===== config.mk =====
export PLATFORM = sky130hd
export DESIGN_NAME = edge_pair_detector
export DESIGN_NICKNAME = d
export VERILOG_FILES = /design/src/rtl/edge_pair_detector.sv
export SDC_FILE = /design/constraint.sdc
export NUM_CORES = 1
export LEC_CHECK = 0
export CAP_MARGIN = 10
export CORE_AREA = 4 4 41 43
export DETAILED_ROUTE_END_ITERATION = 7
export DIE_AREA = 0 0 45 47
export PLACE_DENSITY_LB_ADDON = 0.1
export SETUP_SLACK_MARGIN = 0.15
export SLEW_MARGIN = 30
export SYNTH_ARGS = -nofsm -noshare
export SYNTH_HDL_FRONTEND = slang
export SYNTH_SLANG_ARGS = --single-unit

===== constraint.sdc =====
create_clock -name clk -period 2.2 [get_ports clk]
set_input_delay 0.44 -clock clk [delete_from_list [all_inputs] [get_ports clk]]
set_output_delay 0.44 -clock clk [all_outputs]
set_load 0.005 [all_outputs]

===== src/rtl/edge_pair_detector.sv =====
module edge_pair_detector (
  input  logic clk,
  input  logic rst,
  input  logic din,
  output logic moore_flag,
  output logic mealy_flag
);

  typedef enum logic [2:0] {
    MO_IDLE = 3'd0,
    MO_LOW  = 3'd1,
    MO_HIGH = 3'd2,
    MO_ROSE = 3'd3,
    MO_FELL = 3'd4
  } moore_t;

  typedef enum logic [1:0] {
    ME_IDLE = 2'd0,
    ME_LOW  = 2'd1,
    ME_HIGH = 2'd2
  } mealy_t;

  moore_t mo_q, mo_d;
  mealy_t me_q, me_d;
  logic   me_out;

  always_comb begin
    case (mo_q)
      MO_IDLE: mo_d = din ? MO_HIGH : MO_LOW;
      MO_LOW:  mo_d = din ? MO_ROSE : MO_LOW;
      MO_HIGH: mo_d = din ? MO_HIGH : MO_FELL;
      MO_ROSE: mo_d = din ? MO_HIGH : MO_FELL;
      MO_FELL: mo_d = din ? MO_ROSE : MO_LOW;
      default: mo_d = MO_IDLE;
    endcase
  end

  always_comb begin
    me_out = 1'b0;
    case (me_q)
      ME_IDLE: me_d = din ? ME_HIGH : ME_LOW;
      ME_LOW: begin
        me_d   = din ? ME_HIGH : ME_LOW;
        me_out = din;
      end
      ME_HIGH: begin
        me_d   = din ? ME_HIGH : ME_LOW;
        me_out = ~din;
      end
      default: me_d = ME_IDLE;
    endcase
  end

  always_ff @(posedge clk) begin
    if (rst) begin
      mo_q <= MO_IDLE;
      me_q <= ME_IDLE;
    end else begin
      mo_q <= mo_d;
      me_q <= me_d;
    end
  end

  assign moore_flag = ~rst & ((mo_q == MO_ROSE) | (mo_q == MO_FELL));
  assign mealy_flag = ~rst & me_out;

endmodule


# After elaboration in Yosys (flattened, before gate mapping)
# Cells that the tools add are included.
[totals]
out_inout_bits = 2
reg_bits = 5
wordCells = 26
in_bits = 3
[classes]
mux = 6
eq_ne = 6
n_reduce_logical = 6
bitwise = 6
[ops]
columns = ["operator", "n"]
rows = [
  ["$pmux 3 s3", 1],
  ["$eq 3x2->1 const B", 2],
  ["$mux 2", 3],
  ["$reduce_or 2->1", 3],
  ["$eq 3x1->1 const B", 1],
  ["$eq 3x3->1 const B", 1],
  ["$logic_not 3->1", 1],
  ["$mux 3", 1],
  ["$not 1->1", 3],
  ["$reduce_or 3->1", 1],
  ["$and 1x1->1", 2],
  ["$eq 2x1->1 const B", 1],
  ["$eq 2x2->1 const B", 1],
  ["$logic_not 2->1", 1],
  ["$pmux 1 s2", 1],
  ["$or 1x1->1", 1],
]

# Logic depth before layout (Yosys ltp)
[logic_depth]
ltp_word = 4
mapped_depth = 2
mapped_depth_nobuf = 2

# Worst setup path after synthesis
# No wires, ideal clock.
[synth_path]
path_type = "input to output"
from = "input port din"
to = "output port mealy_flag"
t_required_ns = 1.760
arrival_ns = 1.032
cell_stages = 2
path_slack_ns = 0.728
n_path_buf = 0
cell_sequence = "or4b_1 o21ai_0"
[synth_between]
elab_chain_cells = 3
[synth_lines]
columns = ["element", "line_no", "source"]
rows = [
  ["start: declaration", "4", "input logic din,"],
  ["$not 1->1", "48", "me_out = ~din;"],
  ["$pmux 1 s2 (*)", "40", "case (me_q)"],
  ["$and 1x1->1 (*)", "65", "assign mealy_flag = ~rst & me_out;"],
  ["end: declaration", "6", "output logic mealy_flag"],
]
# Mark *: on every way between the ends. The rest lies on a longest branch, timed or not.

# Worst setup path after layout
[layout_path]
from = "register mo_q[2]"
to = "output port moore_flag"
[layout_between]
elab_chain_cells = 3
word_cells_on_any_way = 4
classes_between = "2 x eq/ne; 2 x bitwise"
[layout_lines]
columns = ["element", "line_no", "source"]
rows = [
  ["start: declaration", "23", "moore_t mo_q, mo_d;"],
  ["start signal: assignment", "59", "mo_q <= mo_d;"],
  ["$eq 3x2->1 or $eq 3x3->1 (tied branches)", "64", "assign moore_flag = ~rst & ((mo_q == MO_ROSE) | (mo_q == MO_FELL));"],
  ["$or 1x1->1 (*)", "64", ""],
  ["$and 1x1->1 (*)", "64", ""],
  ["end: declaration", "5", "output logic moore_flag,"],
]
# Marked as above.

==> summary.txt <==
initial antenna violation count - 0
GRT Total Usage - 4.028%
pre-CTS setup slack - -253.9 ps
Max VDD drop - 314.4 uV
Final Wtd Congestion - 0.6590
Inserted Clock Buffers - 3
core area - 1301 sq um
Worst Path Arrival - 1330 ps
detail-routed net length per standard cell - 8.444 um
crit path max fanout - 6
non-filler instance count after layout - 45
I/O pins - 5
FP Rows - 13
clk sinks - 5
layout cell share with drive strength beyond 1 - 26.67%
Seq cells post-synth - 5
initial DRC count - 0
post-synthesis mux area share - 0%
# diodes - 0
Post-CTS Setup Repair Bufs - 0
Synth cell types - 14
DIE AREA - 2115 sq um
Slew @ Worst Pin - 316.9 ps
vias post-DR - 177
Syn. warnings - 0
worst-path cell chain - or3b_1, a21oi_1, dlygate4sd2_1
Die W - 45 um
Synth Area in Simple Gates - 31.06%
vias per inst - 3.933
Fmax achieved - 564.1 MHz
max-slew violations - 0
Routed Antenna Nets - 0
final total power - 0.0002191 W
final core utilization - 23.65%
# nets final - 34
Pleak - 0.1344 nW
xor/xnor cell area share of the yosys netlist - 0%
final worst setup slack - 427.3 ps
Fin. Hold Viols - 0
P per Cell Area - 711.7 nW/um^2
first-pass GRT wire length - 586 um
Synth Area per Inst - 10.60 sq um
Area growth, synth to finish - 52.80%
Synth Area in Compound Gates - 19.25%
CTS H-tree depth - 1
Setup violations, final - 0
Req. time, crit path - 1760 ps
Pre-antenna DRT Iters - 1
commonest non-fill, non-tap cell in the layout - dfxtp_1
DRC Markers - 0
Inst Count DP - 41
Routed WL - 380 um
RSZ-0062 raised after global routing - no
max_cap viols - 0
most frequent cells in the layout - 5 x dfxtp_1, 3 x clkbuf_4, 3 x buf_4
post-route clock skew - 0.03937 ps
Crit-path slowest cell - dfxtp_1
Syn Std Cell Area - 201.4 sq um
final period utilization - 80.58%
Mapped Nets - 22
CTS tree - done
CP peak stage delay - 380 ps
clock slew at reported path FFs - 40 ps
CTS max path bufs - 2
die height - 47 um
CTS Root Cell - clkbuf_4
Initial Util - 15.48%
HP Class - register to register
largest family of logic cells by synthesized area - simple AND/OR/NAND/NOR gates
vias in the first global route - 156
port buffer count - 4
largest net degree at the start of global routing - 7
grt ovf - 0
clk_lat worst skew - 230 ps
sequential area share after synthesis - 49.69%
adder-cell share of the synthesized area - 0%
slew margin rel. - 78.32%
minimum clock period - 1773 ps
Syn Inst Count - 19
Crit. End Element - primary output
status - finished, final reports clean
critical path class - register to primary output
Critical Path Source Type - register
==> report_power, final <==
part           leakage, nW  internal (W)  switching (W)   total, W
sequential          0.0414     0.0000962     0.00000511   0.000101
combinational       0.0780     0.0000123     0.00000665  0.0000189
clock               0.0150     0.0000681      0.0000307  0.0000988
==> per-stage QoR <==
step | cell area [sq um] | hold WS [ps] | setup TNS [ps]
floorplan | 201.4 | 432.5 | 0
global placement | 282.8 | 465.2 | -246.2
detailed placement | 282.8 | 468.9 | -253.9
CTS | 302.8 | 475.3 | 0
global route | 307.8 | 490.8 | 0
finish | 307.8 | 469.3 | 0
==> routing by layer <==
layer  vias up  global-route usage (%)  part of all wire (%)  wire, um
li1         94                       -                     -         -
met2         3                   4.237                    40       153
met4         0                   3.509                     0         0
met5         -                       0                     0         0
met3         0                   2.682                   5.5        21
met1        80                   5.227                    54       205
==> what timing repair did <==
action | in CTS | in global routing
resized for setup | 5 | 3
pin swaps | 0 | 1
hold buffers | 0 | 0
endpoints found under the hold margin | 0 | 0
setup endpoints to repair | 2 | 1
==> area by class of cell <==
class / instances / area [sq um]
clock buffer: 4 / 26.28
fill: 150 / 993.5
tap: 15 / 18.77
timing repair buffer: 7 / 61.31
sequential: 5 / 100.1
multi-input combinational: 14 / 101.3
==> sequential cells by signal (all words and copies together) (netlist names) <==
signal	flops
mo_q	3
me_q	2
==> kinds of logic after synthesis <==
group | Yosys count
AOI/OAI and AO/OA | 6
DFF | 5
and+or+nand+nor | 8
==> Yosys cell counts <==
| cell | number | area share (%) |
|---|---|---|
| a21oi_1 | 2 | 5.0 |
| nor2_1 | 1 | 1.9 |
| o21ai_0 | 1 | 2.5 |
| dfxtp_1 | 5 | 50 |
| nor4b_1 | 1 | 4.3 |
| nor3b_1 | 1 | 3.7 |
| a211oi_1 | 1 | 3.7 |
| nand3b_1 | 1 | 3.7 |
| a2111oi_0 | 1 | 4.3 |
| or4b_1 | 1 | 5.0 |
| or2b_2 | 1 | 4.3 |
| or3b_1 | 1 | 4.3 |
| or2b_1 | 1 | 3.7 |
| o21a_1 | 1 | 3.7 |
==> final timing paths <==
path	startpoint	to	slack, ps	cells after the start
worst max-delay path	mo_q[2]	moore_flag	430	3
worst min-delay path	me_q[0]	me_q[1]	470	1
worst max register to register	mo_q[2]	mo_q[0]	1310	2
worst min register to register	me_q[0]	me_q[1]	470	1
==> critical path: cells and delay by family (launching register included) <==
kind	cells	cell delay, ps
AOI/OAI and AO/OA	1	120
DFF	1	380
buffers and inverters	1	250
and+or+nand+nor	1	350
No activity file was read; power rests on OpenSTA's default activity.
